`src/rtl/txr_pkg.sv`:
```
package txr_pkg;
  localparam int DESC_STRIDE = 8;
  localparam int PTR_OFFSET  = 4;
  localparam int FLAG_READY  = 15;
  localparam int FLAG_WRAP   = 13;
  localparam int FLAG_LAST   = 11;
  localparam int CTRL_EN_BIT = 1;

  typedef enum logic [1:0] {
    SEL_CTRL = 2'd0,
    SEL_BASE = 2'd1,
    SEL_ACT  = 2'd2
  } reg_sel_e;

  typedef enum logic [2:0] {
    ST_IDLE,
    ST_HDR,
    ST_PTR,
    ST_DATA,
    ST_STREAM,
    ST_WB
  } walk_state_e;

  typedef struct packed {
    logic [15:0] flags;
    logic [15:0] len;
  } desc_hdr_t;
endpackage

```
`src/rtl/txr_regs.sv`:
```
module txr_regs #(
  parameter int AW = 32
) (
  input  logic          clk,
  input  logic          rst,
  input  logic          reg_we,
  input  logic [1:0]    reg_sel,
  input  logic [31:0]   reg_wdata,
  output logic          ctrl_en,
  output logic          act_req,
  output logic          base_ld,
  output logic [AW-1:0] base_wval,
  output logic [AW-1:0] base_addr
);
  import txr_pkg::*;

  logic unused_bits;

  assign act_req   = reg_we && (reg_sel == SEL_ACT);
  assign base_ld   = reg_we && (reg_sel == SEL_BASE);
  assign base_wval = {reg_wdata[AW-1:2], 2'b00};
  assign unused_bits = ^{reg_wdata[0], reg_wdata >> AW};

  always_ff @(posedge clk) begin
    if (rst) begin
      ctrl_en   <= 1'b0;
      base_addr <= '0;
    end else begin
      if (reg_we && reg_sel == SEL_CTRL) ctrl_en <= reg_wdata[CTRL_EN_BIT];
      if (base_ld) base_addr <= base_wval;
    end
  end
endmodule

```
`src/rtl/txr_byte_lane.sv`:
```
module txr_byte_lane (
  input  logic        clk,
  input  logic        rst,
  input  logic        load,
  input  logic [31:0] word,
  input  logic [1:0]  first,
  input  logic [2:0]  count,
  input  logic        mark,
  input  logic        tx_ready,
  output logic [7:0]  tx_data,
  output logic        tx_valid,
  output logic        tx_last,
  output logic        done
);
  logic [31:0] word_q;
  logic [1:0]  idx_q;
  logic [2:0]  left_q;
  logic        mark_q;

  function automatic logic [7:0] byte_at(input logic [31:0] w, input logic [1:0] idx);
    logic [31:0] sh;
    sh = w << {idx, 3'b000};
    return sh[31:24];
  endfunction

  assign done = tx_valid && tx_ready && (left_q == 3'd1);

  always_ff @(posedge clk) begin
    if (rst) begin
      word_q   <= '0;
      idx_q    <= '0;
      left_q   <= '0;
      mark_q   <= 1'b0;
      tx_data  <= '0;
      tx_valid <= 1'b0;
      tx_last  <= 1'b0;
    end else if (load) begin
      word_q   <= word;
      idx_q    <= first;
      left_q   <= count;
      mark_q   <= mark;
      tx_data  <= byte_at(word, first);
      tx_valid <= 1'b1;
      tx_last  <= mark && (count == 3'd1);
    end else if (tx_valid && tx_ready) begin
      if (left_q == 3'd1) begin
        tx_valid <= 1'b0;
        tx_last  <= 1'b0;
      end else begin
        idx_q   <= idx_q + 2'd1;
        left_q  <= left_q - 3'd1;
        tx_data <= byte_at(word_q, idx_q + 2'd1);
        tx_last <= mark_q && (left_q == 3'd2);
      end
    end
  end
endmodule

```
`src/rtl/txr_walker.sv`:
```
module txr_walker #(
  parameter int AW        = 32,
  parameter int MAX_FRAME = 2032,
  parameter int MAX_DESC  = 1024
) (
  input  logic          clk,
  input  logic          rst,
  input  logic          start,
  input  logic [AW-1:0] base_addr,
  input  logic          base_ld,
  input  logic [AW-1:0] base_wval,
  output logic          mem_req,
  output logic          mem_we,
  output logic [AW-1:0] mem_addr,
  output logic [31:0]   mem_wdata,
  input  logic          mem_ready,
  input  logic [31:0]   mem_rdata,
  output logic          lane_load,
  output logic [31:0]   lane_word,
  output logic [1:0]    lane_first,
  output logic [2:0]    lane_count,
  output logic          lane_mark,
  input  logic          lane_done,
  output logic          ev_txb,
  output logic          ev_txf,
  output logic          ev_babt,
  output logic          busy
);
  import txr_pkg::*;

  localparam int FW = $clog2(MAX_FRAME + 1);
  localparam int DW = $clog2(MAX_DESC + 1);

  walk_state_e   state;
  logic [AW-1:0] cur;
  logic [AW-1:0] bptr;
  logic [15:0]   flags_q;
  logic [15:0]   len_q;
  logic [FW-1:0] rem;
  logic [FW-1:0] fc;
  logic [DW-1:0] dcnt;
  logic [2:0]    n_q;

  desc_hdr_t     hdr;
  logic [16:0]   sum;
  logic          over;
  logic [FW-1:0] take;
  logic [1:0]    off;
  logic [2:0]    avail;
  logic [2:0]    chunk;
  logic [15:0]   fl_back;
  logic [AW-1:0] nxt_ptr;
  logic          unused_bits;

  assign hdr   = mem_rdata;
  assign sum   = 17'(fc) + 17'(hdr.len);
  assign over  = sum > 17'(MAX_FRAME);
  assign take  = over ? (FW'(MAX_FRAME) - fc) : FW'(hdr.len);
  assign off   = bptr[1:0];
  assign avail = 3'd4 - {1'b0, off};
  assign chunk = (rem < FW'(avail)) ? rem[2:0] : avail;
  assign nxt_ptr = flags_q[FLAG_WRAP] ? base_addr : cur + AW'(DESC_STRIDE);
  assign unused_bits = ^{mem_rdata >> AW};

  always_comb begin
    fl_back = flags_q;
    fl_back[FLAG_READY] = 1'b0;
  end

  assign busy      = (state != ST_IDLE);
  assign mem_req   = (state == ST_HDR) || (state == ST_PTR) ||
                     (state == ST_DATA) || (state == ST_WB);
  assign mem_we    = (state == ST_WB);
  assign mem_wdata = {fl_back, len_q};

  always_comb begin
    case (state)
      ST_PTR:  mem_addr = cur + AW'(PTR_OFFSET);
      ST_DATA: mem_addr = {bptr[AW-1:2], 2'b00};
      default: mem_addr = cur;
    endcase
  end

  assign lane_load  = (state == ST_DATA) && mem_ready;
  assign lane_word  = mem_rdata;
  assign lane_first = off;
  assign lane_count = chunk;
  assign lane_mark  = flags_q[FLAG_LAST] && (rem == FW'(chunk));

  always_ff @(posedge clk) begin
    if (rst) begin
      state   <= ST_IDLE;
      cur     <= '0;
      bptr    <= '0;
      flags_q <= '0;
      len_q   <= '0;
      rem     <= '0;
      fc      <= '0;
      dcnt    <= '0;
      n_q     <= '0;
      ev_txb  <= 1'b0;
      ev_txf  <= 1'b0;
      ev_babt <= 1'b0;
    end else begin
      ev_txb  <= 1'b0;
      ev_txf  <= 1'b0;
      ev_babt <= 1'b0;
      case (state)
        ST_IDLE: begin
          if (base_ld) cur <= base_wval;
          if (start) begin
            fc    <= '0;
            dcnt  <= '0;
            state <= ST_HDR;
          end
        end
        ST_HDR: if (mem_ready) begin
          if (!hdr.flags[FLAG_READY]) begin
            state <= ST_IDLE;
          end else begin
            flags_q <= hdr.flags;
            len_q   <= hdr.len;
            rem     <= take;
            fc      <= fc + take;
            ev_babt <= over;
            state   <= ST_PTR;
          end
        end
        ST_PTR: if (mem_ready) begin
          bptr  <= mem_rdata[AW-1:0];
          state <= (rem == '0) ? ST_WB : ST_DATA;
        end
        ST_DATA: if (mem_ready) begin
          n_q   <= chunk;
          state <= ST_STREAM;
        end
        ST_STREAM: if (lane_done) begin
          bptr  <= bptr + AW'(n_q);
          rem   <= rem - FW'(n_q);
          state <= (rem == FW'(n_q)) ? ST_WB : ST_DATA;
        end
        ST_WB: if (mem_ready) begin
          ev_txb <= 1'b1;
          ev_txf <= flags_q[FLAG_LAST];
          if (flags_q[FLAG_LAST]) fc <= '0;
          cur   <= nxt_ptr;
          dcnt  <= dcnt + DW'(1);
          state <= (dcnt + DW'(1) == DW'(MAX_DESC)) ? ST_IDLE : ST_HDR;
        end
        default: state <= ST_IDLE;
      endcase
    end
  end
endmodule

```
`src/rtl/txr_ring_walker.sv`:
```
module txr_ring_walker #(
  parameter int AW        = 32,
  parameter int MAX_FRAME = 2032,
  parameter int MAX_DESC  = 1024
) (
  input  logic          clk,
  input  logic          rst,
  input  logic          reg_we,
  input  logic [1:0]    reg_sel,
  input  logic [31:0]   reg_wdata,
  output logic          mem_req,
  output logic          mem_we,
  output logic [AW-1:0] mem_addr,
  output logic [31:0]   mem_wdata,
  input  logic          mem_ready,
  input  logic [31:0]   mem_rdata,
  output logic [7:0]    tx_data,
  output logic          tx_valid,
  output logic          tx_last,
  input  logic          tx_ready,
  output logic          ev_txb,
  output logic          ev_txf,
  output logic          ev_babt
);
  logic          ctrl_en;
  logic          act_req;
  logic          base_ld;
  logic [AW-1:0] base_wval;
  logic [AW-1:0] base_addr;
  logic          walk_busy;
  logic          lane_load;
  logic [31:0]   lane_word;
  logic [1:0]    lane_first;
  logic [2:0]    lane_count;
  logic          lane_mark;
  logic          lane_done;

  txr_regs #(.AW(AW)) regs_i (
    .clk(clk), .rst(rst), .reg_we(reg_we), .reg_sel(reg_sel),
    .reg_wdata(reg_wdata), .ctrl_en(ctrl_en), .act_req(act_req),
    .base_ld(base_ld), .base_wval(base_wval), .base_addr(base_addr)
  );

  txr_walker #(.AW(AW), .MAX_FRAME(MAX_FRAME), .MAX_DESC(MAX_DESC)) walk_i (
    .clk(clk), .rst(rst), .start(act_req && ctrl_en),
    .base_addr(base_addr), .base_ld(base_ld), .base_wval(base_wval),
    .mem_req(mem_req), .mem_we(mem_we), .mem_addr(mem_addr),
    .mem_wdata(mem_wdata), .mem_ready(mem_ready), .mem_rdata(mem_rdata),
    .lane_load(lane_load), .lane_word(lane_word), .lane_first(lane_first),
    .lane_count(lane_count), .lane_mark(lane_mark), .lane_done(lane_done),
    .ev_txb(ev_txb), .ev_txf(ev_txf), .ev_babt(ev_babt), .busy(walk_busy)
  );

  txr_byte_lane lane_i (
    .clk(clk), .rst(rst), .load(lane_load), .word(lane_word),
    .first(lane_first), .count(lane_count), .mark(lane_mark),
    .tx_ready(tx_ready), .tx_data(tx_data), .tx_valid(tx_valid),
    .tx_last(tx_last), .done(lane_done)
  );
endmodule

```
`config.mk`:
```
export PLATFORM = sky130hd
export DESIGN_NAME = txr_ring_walker
export DESIGN_NICKNAME = d
export VERILOG_FILES = /design/src/rtl/txr_pkg.sv /design/src/rtl/txr_regs.sv /design/src/rtl/txr_byte_lane.sv /design/src/rtl/txr_walker.sv /design/src/rtl/txr_ring_walker.sv
export SDC_FILE = /design/constraint.sdc
export NUM_CORES = 1
export LEC_CHECK = 0
export BUFFER_PORTS_ARGS = -buffer_cell sky130_fd_sc_hd__buf_4
export CORE_UTILIZATION = 43
export CTS_BUF_LIST = sky130_fd_sc_hd__clkbuf_2 sky130_fd_sc_hd__clkbuf_4 sky130_fd_sc_hd__clkbuf_8
export CTS_CLUSTER_DIAMETER = 40
export CTS_CLUSTER_SIZE = 14
export DETAILED_ROUTE_END_ITERATION = 12
export GPL_ROUTABILITY_DRIVEN = 0
export PLACE_DENSITY = 0.65
export SETUP_SLACK_MARGIN = 0.1
export SLEW_MARGIN = 40
export SYNTH_ARGS = -nofsm -noshare
export SYNTH_HDL_FRONTEND = slang
export SYNTH_SLANG_ARGS = --single-unit
```
`constraint.sdc`:
```
create_clock -name clk -period 5.05 [get_ports clk]
set_input_delay 0.505 -clock clk [delete_from_list [all_inputs] [get_ports clk]]
set_output_delay 0.505 -clock clk [all_outputs]
set_load 0.01 [all_outputs]
```
==> impl_metrics.ini <==
[cells_and_area]
fillCellCount = 2923
fin_nets = 1969
layout-area-overhead-vs-synth_pct = 17.8
diodes = 0
final_cell_mix = 355 x nand2_1, 210 x dfxtp_1, 198 x a21oi_1
final_util = 0.516
layout-drive-gt1-share = 0.174
fin_area_um2 = 15400
layout_commonest_cell = nand2_1

[timing]
drv_slew = 0
setup_viol = 0
hold_slack_ns = 0.203
tightest_slew_ns = 0.806
timing.final.ws_setup_ns = 0.302
hold_viol = 0
fmax_mhz = 211
fin_crit_ns = 4.75
clock_skew_ns = 0.0399
relSlewSlack = 0.462
period_share = 0.940
rsz0062_at_grt = true

[setup_path]
r2r_slack_ns = 0.30
cp-end-kind = flip-flop
criticalPathCategory = flip-flop to flip-flop
crit_path_top_delay_cell = or4_4
cp_cell_sequence = ha_1 -> fa_2 -> a21o_2 -> a221oi_4 -> o21ai_2 -> mux2i_1 -> or4_4 -> nor2_4 -> mux2_2 -> ha_1 -> inv_1 -> fa_2 -> nor2b_2 -> o21ai_1 -> a21boi_2 -> o21ai_1 -> a211o_1 -> o21ai_2 -> a21oi_1 -> or2_1 -> o311ai_2
rr_startpoint = walk_i.fc[0]$_SDFFE_PP0P_
critPathMaxStageDelay_ns = 0.54
start_kind = flip-flop
path_buf_inv = 1
reg2reg_depth = 21
cp.arrival_ns = 5.20
critPathRequiredTime_ns = 5.50
r2r_end = walk_i.fc[10]$_SDFFE_PP0P_
path_delay_family = compound AO/OA/AOI/OAI gates
path_max_fanout = 7

[flow_run]
cap_violations = 0

[logic_synthesis]
syn_inst = 1776
ys_types = 86
synth_edf_count = 0
synth_area_per_cell_um2 = 7.36
ys_warn_count = 0
ys_seq_area_frac = 0.328
synth_area_um2 = 13100
yosys_register_bits = 214
ys.flop_type = dfxtp_1
synthArstFlopShare = 0

[placed_design]
port_buffers = 145
place_ws_ns = -0.162
place_hpwl_mm = 28.0
place_area_um2 = 14400

[min_path]
hp-start = reg_wdata[17]
hold_depth = 3
whs_endpoint = regs_i.base_addr[17]$_SDFFE_PP0P_
hold_path.class = input pin to flip-flop

[clocking]
cts_htree_levels = 2
clk_latency_ns = 0.55
root_buffer = clkbuf_8
clock_sinks = 214
path_clk_slew_ns = 0.07
cts_tree = built
holdBufCountCts = 0
clk_path_buf_depth = 3
cts_made_buffers = 39

[grt]
first_global_vias = 12100
grt.overflow.total = 0
antenna_found_initial = 0
grt.met2_usage = 0.430
grt_pass1_wl_mm = 65.3
grt_busiest_layer = met2
grtUsageTotal = 0.263
gr-usage-met1 = 0.348
grt_use_met3 = 0.0424
grt_max_degree = 119

[power_and_ir_drop]
ir_worst_vdd_v = 0.000160
p_per_area_nw_per_um2 = 258
p_total_w = 0.00397
p_leak_nw = 5.49

[die]
die_h_um = 176
die_width_um = 176
die_area_um2 = 31100
ioPinCount = 150
rows = 63
core_um2 = 29800
start_util = 0.438

[route]
wirelength_mm = 41.7
antenna_left = 0
num_vias = 13200
wl_per_cell_um = 18.3
drt_iter0_markers = 1136
firstDrtPassIters = 8
drc = 0
drt-vias-per-instance = 5.81

[outcome]
status = complete, no violations
==> layout make-up <==
type / instances / area, um2 / share of cell area
Inverter: 33 / 124 / 0.00805
Timing Repair Buffer: 188 / 1430 / 0.0930
Clock inverter: 21 / 230 / 0.0150
Sequential cell: 214 / 4290 / 0.279
Clock buffer: 50 / 676 / 0.0439
Tap cell: 390 / 488 / 0.0317
Multi-Input combinational cell: 1381 / 8140 / 0.529
==> cells by family (layout without fill, tap and decap cells) <==
group | after synthesis | in the layout | share of synthesized area
muxes | 55 | 55 | 0.0585
other | 1 | 3 | 0.000287
DFF | 214 | 214 | 0.328
AOI/OAI and AO/OA | 500 | 500 | 0.235
buffers and inverters | 183 | 292 | 0.0582
xor gates and xnor gates | 53 | 53 | 0.0355
adders and majority gates | 41 | 41 | 0.0416
and+or+nand+nor | 729 | 729 | 0.243
==> cells in the mapped netlist (16+ instances only) <==
master	instances	area share
nand2_1	356	0.10
dfxtp_1	214	0.33
a21oi_1	200	0.077
nor2_1	173	0.050
clkbuf_1	119	0.034
o21ai_0	110	0.042
nand3_1	48	0.018
nor3_1	47	0.018
a211oi_1	38	0.022
ha_1	37	0.035
inv_1	32	0.0092
mux2i_1	31	0.024
xnor2_1	28	0.019
a311oi_1	26	0.017
xor2_1	25	0.017
a22oi_1	24	0.014
nand4_1	21	0.010
o22ai_1	18	0.0086
and3_1	17	0.0081
buf_1	16	0.0046
mux4_2	16	0.028
==> worst max-delay path by stage <==
| stage | cells past startpoint | startpoint | endpoint |
|---|---|---|---|
| after floorplan | 22 | mem_rdata[0] | walk_i.fc[10]$_SDFFE_PP0P_ |
| after global placement | 23 | mem_rdata[0] | walk_i.fc[10]$_SDFFE_PP0P_ |
| after detailed placement | 23 | mem_rdata[0] | walk_i.fc[10]$_SDFFE_PP0P_ |
| after CTS | 21 | walk_i.fc[0]$_SDFFE_PP0P_ | walk_i.fc[10]$_SDFFE_PP0P_ |
| after global routing | 21 | walk_i.fc[0]$_SDFFE_PP0P_ | walk_i.fc[10]$_SDFFE_PP0P_ |
| final | 21 | walk_i.fc[0]$_SDFFE_PP0P_ | walk_i.fc[10]$_SDFFE_PP0P_ |
==> state kept, by name, indices dropped and copies added (netlist names) <==
name / flops
lane_i.tx_data: 8
walk_i.cur: 30
lane_i.tx_last: 1
walk_i.dcnt: 11
walk_i.state: 3
walk_i.fc: 11
regs_i.base_addr: 30
walk_i.flags_q: 15
walk_i.n_q: 3
lane_i.idx_q: 2
walk_i.len_q: 16
lane_i.left_q: 3
walk_i.ev_txb: 1
walk_i.ev_txf: 1
regs_i.ctrl_en: 1
walk_i.ev_babt: 1
lane_i.word_q: 32
walk_i.bptr: 32
walk_i.rem: 11
lane_i.mark_q: 1
lane_i.tx_valid: 1
==> per-stage QoR <==
step           TNS [ns]  std cells
6_report              0       2277
5_1_grt               0       2277
4_1_cts               0       2276
3_5_place_dp     -0.243       2205
3_3_place_gp    -0.0689       2205
2_1_floorplan         0       1778
==> tightest hold or removal path, delay by kind of cell <==
family | cells | cell delay (ns)
buffers and inverters | 1 | 0.11
and+or+nand+nor | 1 | 0.04
AOI/OAI and AO/OA | 1 | 0.05
==> metal layers <==
| metal | vias to the layer above | wire length [um] |
|---|---|---|
| li1 | 6433 | - |
| met1 | 6295 | 18300 |
| met2 | 410 | 19800 |
| met3 | 83 | 2410 |
| met4 | 0 | 1160 |
| met5 | - | 0 |
==> timing repair <==
item	4_1_cts	5_1_grt
endpoints found under the setup margin	1	5
pin swaps	0	7
setup buffers	0	1
resized for setup	1	22
gates cloned	0	0
==> where the power goes <==
part	internal (W)	switching, W	total, W
registers	0.00171	0.0000335	0.00174
clock network	0.00107	0.000849	0.00192
logic	0.000127	0.000180	0.000307
No activity file was read; power rests on OpenSTA's default activity.
